File: src/rtl/dts_pkg.sv
package dts_pkg;

   typedef enum logic [1:0] {
      POL_PLAIN     = 2'b00,
      POL_PENDING   = 2'b01,
      POL_OCCUPANCY = 2'b10,
      POL_SPARE     = 2'b11
   } policy_e;

   function automatic int imax(input int a, input int b);
      return (a > b) ? a : b;
   endfunction

endpackage

File: src/rtl/dts_req_queue.sv
module dts_req_queue #(
   parameter int QDEPTH = 8,
   parameter int TID_W  = 2,
   parameter int BANK_W = 2,
   parameter int ROW_W  = 12,
   parameter int AGE_W  = 6
) (
   input  logic                          clk,
   input  logic                          rst_n,
   input  logic                          enq_fire,
   input  logic [TID_W-1:0]              enq_tid,
   input  logic [BANK_W-1:0]             enq_bank,
   input  logic [ROW_W-1:0]              enq_row,
   input  logic                          enq_wr,
   input  logic                          deq_fire,
   input  logic [$clog2(QDEPTH)-1:0]     deq_slot,
   output logic [QDEPTH-1:0]             q_valid,
   output logic [QDEPTH-1:0][TID_W-1:0]  q_tid,
   output logic [QDEPTH-1:0][BANK_W-1:0] q_bank,
   output logic [QDEPTH-1:0][ROW_W-1:0]  q_row,
   output logic [QDEPTH-1:0]             q_wr,
   output logic [QDEPTH-1:0][AGE_W-1:0]  q_age,
   output logic                          full
);
   localparam int SLOT_W  = $clog2(QDEPTH);
   localparam int AGE_MAX = (1 << AGE_W) - 1;

   if (QDEPTH < 2) begin : g_bad_depth
      $error("dts_req_queue: QDEPTH must be at least 2");
   end
   if (AGE_W < 2) begin : g_bad_age
      $error("dts_req_queue: AGE_W must be at least 2");
   end

   logic [SLOT_W-1:0] free_slot;

   always_comb begin
      free_slot = '0;
      for (int i = QDEPTH - 1; i >= 0; i--) begin
         if (!q_valid[i]) free_slot = SLOT_W'(i);
      end
   end

   assign full = &q_valid;

   for (genvar s = 0; s < QDEPTH; s++) begin : g_slot
      logic take, drop;
      assign take = enq_fire && (free_slot == SLOT_W'(s));
      assign drop = deq_fire && (deq_slot == SLOT_W'(s));

      always_ff @(posedge clk) begin
         if (!rst_n) begin
            q_valid[s] <= 1'b0;
            q_tid[s]   <= '0;
            q_bank[s]  <= '0;
            q_row[s]   <= '0;
            q_wr[s]    <= 1'b0;
            q_age[s]   <= '0;
         end else if (take) begin
            q_valid[s] <= 1'b1;
            q_tid[s]   <= enq_tid;
            q_bank[s]  <= enq_bank;
            q_row[s]   <= enq_row;
            q_wr[s]    <= enq_wr;
            q_age[s]   <= '0;
         end else if (drop) begin
            q_valid[s] <= 1'b0;
         end else if (q_valid[s] && (q_age[s] != AGE_W'(AGE_MAX))) begin
            q_age[s]   <= q_age[s] + 1'b1;
         end
      end
   end

   assert_no_overflow_R1: assert property (@(posedge clk) disable iff (!rst_n)
      full && !deq_fire |=> full);

endmodule

File: src/rtl/dts_thread_track.sv
module dts_thread_track #(
   parameter int NTHREADS = 4,
   parameter int QDEPTH   = 8,
   parameter int TID_W    = 2,
   parameter int CNT_W    = 4
) (
   input  logic                            clk,
   input  logic                            rst_n,
   input  logic                            enq_fire,
   input  logic [TID_W-1:0]                enq_tid,
   input  logic                            deq_fire,
   input  logic [TID_W-1:0]                deq_tid,
   output logic [NTHREADS-1:0][CNT_W-1:0]  pending
);
   if ((1 << CNT_W) <= QDEPTH) begin : g_bad_cnt
      $error("dts_thread_track: CNT_W too narrow for QDEPTH");
   end
   if ((1 << TID_W) < NTHREADS) begin : g_bad_tid
      $error("dts_thread_track: TID_W too narrow for NTHREADS");
   end

   for (genvar t = 0; t < NTHREADS; t++) begin : g_thr
      logic inc, dec;
      assign inc = enq_fire && (enq_tid == TID_W'(t));
      assign dec = deq_fire && (deq_tid == TID_W'(t));

      always_ff @(posedge clk) begin
         if (!rst_n) begin
            pending[t] <= '0;
         end else begin
            case ({inc, dec})
               2'b10: if (pending[t] != CNT_W'(QDEPTH)) pending[t] <= pending[t] + 1'b1;
               2'b01: if (pending[t] != '0)             pending[t] <= pending[t] - 1'b1;
               default: pending[t] <= pending[t];
            endcase
         end
      end

      assert_pending_bound_R11: assert property (@(posedge clk) disable iff (!rst_n)
         pending[t] <= CNT_W'(QDEPTH));
   end

endmodule

File: src/rtl/dts_bank_rows.sv
module dts_bank_rows #(
   parameter int NBANKS = 4,
   parameter int BANK_W = 2,
   parameter int ROW_W  = 12
) (
   input  logic                          clk,
   input  logic                          rst_n,
   input  logic                          open_mode,
   input  logic                          upd_fire,
   input  logic [BANK_W-1:0]             upd_bank,
   input  logic [ROW_W-1:0]              upd_row,
   output logic [NBANKS-1:0]             row_open,
   output logic [NBANKS-1:0][ROW_W-1:0]  row_addr
);
   if ((1 << BANK_W) != NBANKS) begin : g_bad_banks
      $error("dts_bank_rows: NBANKS must equal 2**BANK_W");
   end

   for (genvar b = 0; b < NBANKS; b++) begin : g_bank
      logic hit_me;
      assign hit_me = upd_fire && (upd_bank == BANK_W'(b));

      always_ff @(posedge clk) begin
         if (!rst_n) begin
            row_open[b] <= 1'b0;
            row_addr[b] <= '0;
         end else if (hit_me) begin
            row_open[b] <= open_mode;
            row_addr[b] <= upd_row;
         end
      end
   end

   assert_open_row_kept_R9: assert property (@(posedge clk) disable iff (!rst_n)
      upd_fire && open_mode |=> row_open[$past(upd_bank)] && (row_addr[$past(upd_bank)] == $past(upd_row)));

   assert_close_row_R10: assert property (@(posedge clk) disable iff (!rst_n)
      upd_fire && !open_mode |=> !row_open[$past(upd_bank)]);

endmodule

File: src/rtl/dts_pick_arbiter.sv
module dts_pick_arbiter
   import dts_pkg::*;
#(
   parameter int QDEPTH      = 8,
   parameter int NTHREADS    = 4,
   parameter int NBANKS      = 4,
   parameter int TID_W       = 2,
   parameter int BANK_W      = 2,
   parameter int ROW_W       = 12,
   parameter int AGE_W       = 6,
   parameter int CNT_W       = 4,
   parameter int OCC_W       = 8,
   parameter bit THREAD_AWARE = 1'b1
) (
   input  logic                            clk,
   input  logic                            rst_n,
   input  logic [1:0]                      policy_mode,
   input  logic                            open_mode,
   input  logic [NTHREADS*OCC_W-1:0]       occ_flat,
   input  logic [QDEPTH-1:0]               q_valid,
   input  logic [QDEPTH-1:0][TID_W-1:0]    q_tid,
   input  logic [QDEPTH-1:0][BANK_W-1:0]   q_bank,
   input  logic [QDEPTH-1:0][ROW_W-1:0]    q_row,
   input  logic [QDEPTH-1:0]               q_wr,
   input  logic [QDEPTH-1:0][AGE_W-1:0]    q_age,
   input  logic [NTHREADS-1:0][CNT_W-1:0]  pending,
   input  logic [NBANKS-1:0]               row_open,
   input  logic [NBANKS-1:0][ROW_W-1:0]    row_addr,
   output logic                            win_valid,
   output logic [$clog2(QDEPTH)-1:0]       win_slot
);
   localparam int SLOT_W  = $clog2(QDEPTH);
   localparam int SCORE_W = imax(OCC_W, CNT_W);
   localparam int KEY_W   = SCORE_W + 2 + AGE_W;

   logic [QDEPTH-1:0][SCORE_W-1:0] score;
   logic [QDEPTH-1:0]              hit;
   logic [QDEPTH-1:0][KEY_W-1:0]   key;

   if (THREAD_AWARE) begin : g_aware
      always_comb begin
         for (int i = 0; i < QDEPTH; i++) begin
            case (policy_e'(policy_mode))
               POL_PENDING:   score[i] = SCORE_W'(QDEPTH) - SCORE_W'(pending[q_tid[i]]);
               POL_OCCUPANCY: score[i] = SCORE_W'(occ_flat[q_tid[i]*OCC_W +: OCC_W]);
               default:       score[i] = '0;
            endcase
         end
      end
   end else begin : g_plain
      assign score = '0;
   end

   for (genvar i = 0; i < QDEPTH; i++) begin : g_key
      assign hit[i] = open_mode && row_open[q_bank[i]] && (row_addr[q_bank[i]] == q_row[i]);
      assign key[i] = {score[i], hit[i], ~q_wr[i], q_age[i]};
   end

   always_comb begin
      logic [KEY_W-1:0] best;
      best      = '0;
      win_valid = 1'b0;
      win_slot  = '0;
      for (int i = 0; i < QDEPTH; i++) begin
         if (q_valid[i] && (!win_valid || (key[i] > best))) begin
            win_valid = 1'b1;
            win_slot  = SLOT_W'(i);
            best      = key[i];
         end
      end
   end

   logic fewer_skipped;
   always_comb begin
      fewer_skipped = 1'b0;
      for (int j = 0; j < QDEPTH; j++) begin
         if (q_valid[j] && (pending[q_tid[j]] < pending[q_tid[win_slot]]))
            fewer_skipped = 1'b1;
      end
   end

   assert_fewest_pending_wins_R3: assert property (@(posedge clk) disable iff (!rst_n)
      (THREAD_AWARE && win_valid && (policy_mode == 2'b01)) |-> !fewer_skipped);

endmodule

File: src/rtl/dts_sched_top.sv
module dts_sched_top #(
   parameter int NTHREADS     = 4,
   parameter int QDEPTH       = 8,
   parameter int NBANKS       = 4,
   parameter int ROW_W        = 12,
   parameter int AGE_W        = 6,
   parameter int OCC_W        = 8,
   parameter bit THREAD_AWARE = 1'b1,
   parameter int TID_W        = $clog2(NTHREADS),
   parameter int BANK_W       = $clog2(NBANKS)
) (
   input  logic                        clk,
   input  logic                        rst_n,
   input  logic [1:0]                  policy_mode,
   input  logic                        open_page_mode,
   input  logic [NTHREADS*OCC_W-1:0]   occ_count,
   input  logic                        enq_valid,
   output logic                        enq_ready,
   input  logic [TID_W-1:0]            enq_thread,
   input  logic [BANK_W-1:0]           enq_bank,
   input  logic [ROW_W-1:0]            enq_row,
   input  logic                        enq_write,
   output logic                        gnt_valid,
   input  logic                        gnt_ready,
   output logic [TID_W-1:0]            gnt_thread,
   output logic [BANK_W-1:0]           gnt_bank,
   output logic [ROW_W-1:0]            gnt_row,
   output logic                        gnt_write
);
   localparam int SLOT_W = $clog2(QDEPTH);
   localparam int CNT_W  = $clog2(QDEPTH + 1);

   if (NTHREADS < 2) begin : g_bad_thr
      $error("dts_sched_top: NTHREADS must be at least 2");
   end
   if (ROW_W < 1 || OCC_W < 1) begin : g_bad_w
      $error("dts_sched_top: ROW_W and OCC_W must be positive");
   end

   logic [QDEPTH-1:0]              q_valid;
   logic [QDEPTH-1:0][TID_W-1:0]   q_tid;
   logic [QDEPTH-1:0][BANK_W-1:0]  q_bank;
   logic [QDEPTH-1:0][ROW_W-1:0]   q_row;
   logic [QDEPTH-1:0]              q_wr;
   logic [QDEPTH-1:0][AGE_W-1:0]   q_age;
   logic                           q_full;
   logic [NTHREADS-1:0][CNT_W-1:0] pending;
   logic [NBANKS-1:0]              row_open;
   logic [NBANKS-1:0][ROW_W-1:0]   row_addr;
   logic                           win_valid;
   logic [SLOT_W-1:0]              win_slot;
   logic                           enq_fire, gnt_fire;

   assign enq_ready = !q_full;
   assign enq_fire  = enq_valid && enq_ready;
   assign gnt_fire  = gnt_valid && gnt_ready;

   assign gnt_valid  = win_valid;
   assign gnt_thread = q_tid[win_slot];
   assign gnt_bank   = q_bank[win_slot];
   assign gnt_row    = q_row[win_slot];
   assign gnt_write  = q_wr[win_slot];

   dts_req_queue #(
      .QDEPTH(QDEPTH), .TID_W(TID_W), .BANK_W(BANK_W), .ROW_W(ROW_W), .AGE_W(AGE_W)
   ) u_queue (
      .clk(clk), .rst_n(rst_n),
      .enq_fire(enq_fire), .enq_tid(enq_thread), .enq_bank(enq_bank),
      .enq_row(enq_row), .enq_wr(enq_write),
      .deq_fire(gnt_fire), .deq_slot(win_slot),
      .q_valid(q_valid), .q_tid(q_tid), .q_bank(q_bank), .q_row(q_row),
      .q_wr(q_wr), .q_age(q_age), .full(q_full)
   );

   dts_thread_track #(
      .NTHREADS(NTHREADS), .QDEPTH(QDEPTH), .TID_W(TID_W), .CNT_W(CNT_W)
   ) u_track (
      .clk(clk), .rst_n(rst_n),
      .enq_fire(enq_fire), .enq_tid(enq_thread),
      .deq_fire(gnt_fire), .deq_tid(gnt_thread),
      .pending(pending)
   );

   dts_bank_rows #(
      .NBANKS(NBANKS), .BANK_W(BANK_W), .ROW_W(ROW_W)
   ) u_rows (
      .clk(clk), .rst_n(rst_n), .open_mode(open_page_mode),
      .upd_fire(gnt_fire), .upd_bank(gnt_bank), .upd_row(gnt_row),
      .row_open(row_open), .row_addr(row_addr)
   );

   dts_pick_arbiter #(
      .QDEPTH(QDEPTH), .NTHREADS(NTHREADS), .NBANKS(NBANKS), .TID_W(TID_W),
      .BANK_W(BANK_W), .ROW_W(ROW_W), .AGE_W(AGE_W), .CNT_W(CNT_W),
      .OCC_W(OCC_W), .THREAD_AWARE(THREAD_AWARE)
   ) u_arb (
      .clk(clk), .rst_n(rst_n), .policy_mode(policy_mode), .open_mode(open_page_mode),
      .occ_flat(occ_count), .q_valid(q_valid), .q_tid(q_tid), .q_bank(q_bank),
      .q_row(q_row), .q_wr(q_wr), .q_age(q_age), .pending(pending),
      .row_open(row_open), .row_addr(row_addr),
      .win_valid(win_valid), .win_slot(win_slot)
   );

   int live_cnt, pend_sum;
   always_comb begin
      live_cnt = 0;
      pend_sum = 0;
      for (int i = 0; i < QDEPTH; i++)   live_cnt += int'(q_valid[i]);
      for (int t = 0; t < NTHREADS; t++) pend_sum += int'(pending[t]);
   end

   assert_pending_sum_R11: assert property (@(posedge clk) disable iff (!rst_n)
      pend_sum == live_cnt);

   assert_grant_when_pending_R2: assert property (@(posedge clk) disable iff (!rst_n)
      gnt_valid == (live_cnt != 0));

endmodule

File: config.mk
export PLATFORM = sky130hd
export DESIGN_NAME = dts_sched_top
export DESIGN_NICKNAME = d
export VERILOG_FILES = /design/src/rtl/dts_pkg.sv /design/src/rtl/dts_req_queue.sv /design/src/rtl/dts_thread_track.sv /design/src/rtl/dts_bank_rows.sv /design/src/rtl/dts_pick_arbiter.sv /design/src/rtl/dts_sched_top.sv
export SDC_FILE = /design/constraint.sdc
export NUM_CORES = 1
export LEC_CHECK = 0
export BUFFER_PORTS_ARGS = -buffer_cell sky130_fd_sc_hd__buf_2
export CORE_MARGIN = 2
export CORE_UTILIZATION = 32
export DETAILED_ROUTE_END_ITERATION = 7
export MAX_ROUTING_LAYER = met4
export PLACE_DENSITY = 0.46
export SLEW_MARGIN = 10
export SYNTH_ARGS = -nofsm -noshare
export SYNTH_HDL_FRONTEND = slang
export SYNTH_SLANG_ARGS = --single-unit
export TNS_END_PERCENT = 10
File: constraint.sdc
create_clock -name clk -period 67.8 [get_ports clk]
set_input_delay 13.56 -clock clk [delete_from_list [all_inputs] [get_ports clk]]
set_output_delay 13.56 -clock clk [all_outputs]
set_load 0.02 [all_outputs]
==> out/qor.yml, run 1 <==
outcome:
  status: "finished, final reports clean"
floorplan:
  core_area_sq_um: 71500
  start_util: 0.323
  die_w_um: 273
  dieArea_sq_um: 74300
  die_h_um: 273
  num_io_pins: 75
  fp-row-count: 98
sta:
  slew_viol_final: 0
  hold_violations: 0
  relSlewSlack: 0.0916
  finalSetupViolCount: 0
  rsz0062_at_grt: "false"
  worst_hold_slack_ns: 0.475
  max_freq_mhz: 21.5
  setup-tns-final_ns: 0
  clock_skew_ns: 0.0285
  post-route-period-util: 0.686
  period_needed_ns: 46.50
  worst_pin_slew_ns: 1.36
synth:
  synth_edf_count: 0
  yosys_warnings: 0
  synth_seq_cells: 260
  async_reset_ff_frac: 0
  syn_area_sq_um: 23100
  synth_xor_area_frac: 0.0600
  syn_area_per_cell_sq_um: 9.06
  synth_ff_type: "dfxtp_1"
  synthAdderAreaFrac: 0.0826
  synthSimpleGateAreaFrac: 0.157
  yosysSeqAreaShare: 0.226
  synth_mux_area_frac: 0.280
  synth_nets: 2754
  synth_top_family_by_area: "multiplexers"
  syn-instance-count: 2548
  ys_types: 83
  synth-compound-area-share: 0.141
setup_path:
  worstPathRequired_ns: 54.24
  crit_arrival_ns: 32.94
  path_max_fanout: 59
  path_class: "primary input to output port"
  cp-end-kind: "output port"
  crit_path_start: "policy_mode[0]"
  cpMostUsedCell: "ha_1"
  cp_slowest_cell: "nand3_1"
  start_kind: "primary input"
  slowest_delay_ns: 1.01
  r2r_start: "u_queue.q_tid[2]"
clock_network:
  clk_latency_ns: 0.57
  ctsResizeCount: 0
  cts_max_level: 2
  cts_sinks: 260
  cts_buffer_depth: 3
  post_cts_buffers: 0
  cts_tree: "built"
  path_clk_slew_ns: 0.05
  cts_buffers: 36
  ctsRootBufferMaster: "clkbuf_16"
  cts_hold_buf: 0
pwr:
  power_mw: 0.470
  clkPwrFrac: 0.435
  p_sw_mw: 0.149
  ir_worst_vdd_uv: 16.7
  comb_power_share: 0.218
  p_int_mw: 0.320
  power_density_nw_per_um2: 18.5
  swShare: 0.318
  p_leak_nw: 8.67
  seq_power_share: 0.347
global_routing:
  grt_max_degree: 109
  overflow: 0
  track_usage: 0.249
  antenna_found_initial: 3
  grt_pass1_vias: 20000
  grt_pass1_wl_mm: 135
min_path:
  hold_path.class: "register to register"
  hp-start: "u_queue.q_wr[0]"
placement:
  hpwl_mm: 68.6
  placed_area_sq_um: 24100
  dp_cells: 3409
  gp_congestion: 0.933
  portBuffers: 74
final_layout:
  final_nets: 2703
  syn2layout_area_growth_pct: 10.3
  layout_common_cells: "nand2_1 (302), dfxtp_1 (259), nor2_1 (228), mux4_2 (200), a21oi_1 (190)"
  final_common_cell: "nand2_1"
  instances_no_fill: 3477
  drive_gt1_frac: 0.178
  fill_cells: 7211
  final_area_sq_um: 25400
drt:
  wl_per_cell_um: 26.1
  route.detailed.drc: 0
  vias: 20700
  antenna_left: 0
  via_per_inst: 5.95
  routed_wl_mm: 90.7
  dr.pass1.iters: 6
  first_iter_violations: 1826
flow_run:
  cap_viol_max_count: 0
[cell type report]
cell class | instances | area, sq um | area share
diodes | 4 | 10.0 | 0.000393
clock buffers | 50 | 1020 | 0.0402
clock inverters | 14 | 265 | 0.0104
inverters | 114 | 435 | 0.0171
multi-input cells | 1978 | 16700 | 0.656
flip-flops and latches | 260 | 5210 | 0.205
well taps | 950 | 1190 | 0.0467
repair buffers | 107 | 618 | 0.0243
[worst max-delay path: cells and delay by family]
family          cells  cell delay [ns]
buf+inv             8             1.25
compound gates     23             8.89
simple gates       19             5.65
fa+ha+maj           8             2.29
mux                 3             1.23
[path summary, 6_finish.rpt]
path / end / slack, ns / cells past startpoint
max: gnt_write / 21.30 / 61
min: u_queue.q_wr[0] / 0.48 / 2
max reg2reg: u_track.pending[11] / 45.78 / 67
min reg2reg: u_queue.q_wr[0] / 0.48 / 2
[cell usage after synthesis, types with 19 or more instances]
cell         n  area share
mux4_2     200        0.20
a21o_1      34       0.011
nand4_1     52       0.014
ha_1       146       0.079
a22oi_1     25      0.0081
xnor2_1    127       0.048
a211oi_1    25      0.0081
nor2_1     230       0.037
xor2_1      31       0.012
a2111oi_2   19       0.012
mux2_2      23       0.011
dfxtp_1    260        0.23
clkbuf_1   148       0.024
a21oi_1    192       0.042
mux2i_1    170       0.074
nand3_1     70       0.015
inv_1      113       0.018
buf_2       24      0.0052
o21ai_0     48       0.010
nand2_1    302       0.049
and3_1      27      0.0073
nor3_1      48       0.010
nand2b_1    19      0.0052
[power by group through the flow]
stage | logic, mW | clock network [mW] | registers, mW
floorplan | 0.0713 | 0 | 0.161
global placement | 0.0996 | 0 | 0.166
detailed placement | 0.101 | 0 | 0.166
CTS | 0.101 | 0.209 | 0.163
global route | 0.111 | 0.216 | 0.163
finish | 0.103 | 0.204 | 0.163
[state kept, by name, summed over array words and instances (netlist names)]
name,flops
u_rows.row_addr,48
u_queue.q_tid,16
u_queue.q_wr,8
u_queue.q_valid,8
u_track.pending,16
u_queue.q_age,48
u_queue.q_bank,16
u_queue.q_row,96
u_rows.row_open,4
[routing by layer]
metal | GRT usage | routed length (um) | share of wire
met4 | 0.0896 | 3550 | 0.039
met2 | 0.394 | 42300 | 0.47
met1 | 0.322 | 38700 | 0.43
met5 | - | 0 | 0
met3 | 0.0393 | 6230 | 0.069
[metrics by stage]
stage                util  setup WS (ns)
floorplan               -          25.21
global placement    0.338          21.72
detailed placement  0.338          21.28
CTS                 0.356          21.26
global route        0.356          19.89
finish              0.356          21.30
[cell families after synthesis]
kind of cell               count (synthesis)
and+or+nand+nor                          805
AOI/OAI and AO/OA                        472
xor gates and xnor gates                 158
adders and majority gates                150
DFF                                      260
muxes                                    393
buffers and inverters                    310
No activity file was read; power rests on OpenSTA's default activity.
==> run 2: changes to the inputs <==
==> constraint.sdc (replaced) <==
create_clock -name clk -period 46.7 [get_ports clk]
set_input_delay 9.34 -clock clk [delete_from_list [all_inputs] [get_ports clk]]
set_output_delay 9.34 -clock clk [all_outputs]
set_load 0.02 [all_outputs]
==> out/qor.yml, run 2 (synthesis results as in run 1) <==
outcome:
  status: "finished, final reports clean"
final_layout:
  final_area_sq_um: 25300
  syn2layout_area_growth_pct: 9.80
  top_regs: "u_queue.q_row (96), u_queue.q_age (48), u_rows.row_addr (48)"
  largest_register_ffs: 96
  seqCellArea_sq_um: 5200
  top_register: "u_queue.q_row"
  final_common_cell: "nand2_1"
  multi_input_area_sq_um: 16700
  instances_no_fill: 3471
  final_nets: 2701
  fill_cells: 7302
  layout_common_cells: "nand2_1 (302), dfxtp_1 (260), nor2_1 (228), mux4_2 (200), a21oi_1 (190)"
  drive_gt1_frac: 0.177
floorplan:
  die_w_um: 273
  fp-row-count: 98
  start_util: 0.323
  dieArea_sq_um: 74300
  core_area_sq_um: 71500
  die_h_um: 273
  num_io_pins: 75
flow_run:
  cap_viol_max_count: 0
placement:
  hpwl_mm: 68.3
  dp_cells: 3408
  gp_congestion: 0.933
  dp_slack_ns: 8.63
  placed_area_sq_um: 24100
  portBuffers: 74
clock_network:
  cts_tree: "built"
  cts_sinks: 260
  ctsResizeCount: 0
  path_clk_slew_ns: 0.07
  clk_latency_ns: 0.57
  cts_buffer_depth: 3
  post_cts_buffers: 0
  cts_max_level: 2
  cts_hold_buf: 0
  ctsRootBufferMaster: "clkbuf_16"
  cts_buffers: 35
drt:
  routed_wl_mm: 89.5
  vias: 20300
  first_iter_violations: 1861
  dr.pass1.iters: 7
  wl_per_cell_um: 25.8
  route.detailed.drc: 0
  antenna_left: 0
  via_per_inst: 5.85
pwr:
  power_mw: 0.670
  ir_worst_vdd_uv: 31.3
  power_density_nw_per_um2: 26.4
  p_leak_nw: 8.64
setup_path:
  crit_arrival_ns: 28.64
  slowest_delay_ns: 0.94
  path_max_fanout: 59
  cp_slowest_cell: "nand3_1"
  path_class: "primary input to output port"
  cp-end-kind: "output port"
  start_kind: "primary input"
  cpMostUsedCell: "ha_1"
  worstPathRequired_ns: 37.36
  rr_worst_depth: 63
sta:
  rsz0062_at_grt: "false"
  max_freq_mhz: 26.3
  worst_pin_slew_ns: 1.24
  hold_violations: 0
  setup-tns-final_ns: 0
  clock_skew_ns: 0.0177
  setup_ws_ns: 8.72
  period_needed_ns: 37.98
  slew_viol_final: 0
  finalSetupViolCount: 0
  post-route-period-util: 0.813
  relSlewSlack: 0.164
global_routing:
  track_usage: 0.247
  grt_pass1_wl_mm: 134
  overflow: 0
  grt_max_degree: 113
  grt_pass1_vias: 19700
  antenna_found_initial: 3
min_path:
  hold_path.class: "register to register"
  min_path_cells: 2
## run 2: cell types whose count changed in the layout (fill, tap and decap cells not counted), sizes merged, moves of 2 or more
| cell | delta |
|---|---|
| inv | +4 |
| clkinv | -2 |
| clkbuf | -3 |
| diode | -2 |
## run 2: critical path: cells and delay by family
family | cells | cell delay [ns]
AO/OA/AOI/OAI | 24 | 9.57
AND/OR/NAND/NOR | 16 | 4.81
multiplexers | 3 | 1.30
adder cells (fa/ha/maj) | 8 | 2.42
buffers and inverters | 6 | 1.11
## run 2: path summary, 6_finish.rpt
path               startpoint             endpoint  slack [ns]
max            policy_mode[0]            gnt_write        8.72
min           u_queue.q_wr[2]      u_queue.q_wr[2]        0.47
max reg2reg  u_queue.q_tid[2]  u_track.pending[11]       24.89
min reg2reg   u_queue.q_wr[2]      u_queue.q_wr[2]        0.47
## run 2: through the flow
stage | utilization | hold slack [ns]
6_report | 0.354 | 0.474
5_1_grt | 0.354 | 0.506
4_1_cts | 0.354 | 0.478
3_5_place_dp | 0.338 | 0.468
3_3_place_gp | 0.338 | 0.466
2_1_floorplan | - | 0.444
## run 2: report_power, final
part / internal, mW / switching [mW] / total [mW] / leakage [nW]
combinational: 0.0562 / 0.0918 / 0.148 / 5.95
clock: 0.172 / 0.114 / 0.286 / 0.587
sequential: 0.226 / 0.0104 / 0.236 / 2.10
## run 2: cell type report
class                   instances  area share
well taps                     950      0.0469
clock inverters                14     0.00844
diodes                          2    0.000198
repair buffers                106      0.0241
flip-flops and latches        260       0.205
clock buffers                  47      0.0387
multi-input cells            1978       0.659
inverters                     114      0.0172
## run 2: per-layer routing
layer  share of wire  routed length, um  vias up  GRT usage
li1                -                  -     9273          -
met1            0.43              38600    10100      0.324
met2            0.47              42000      754      0.389
met3           0.064               5760      141     0.0382
met4           0.035               3180        0     0.0826
met5               0                  0        -          -
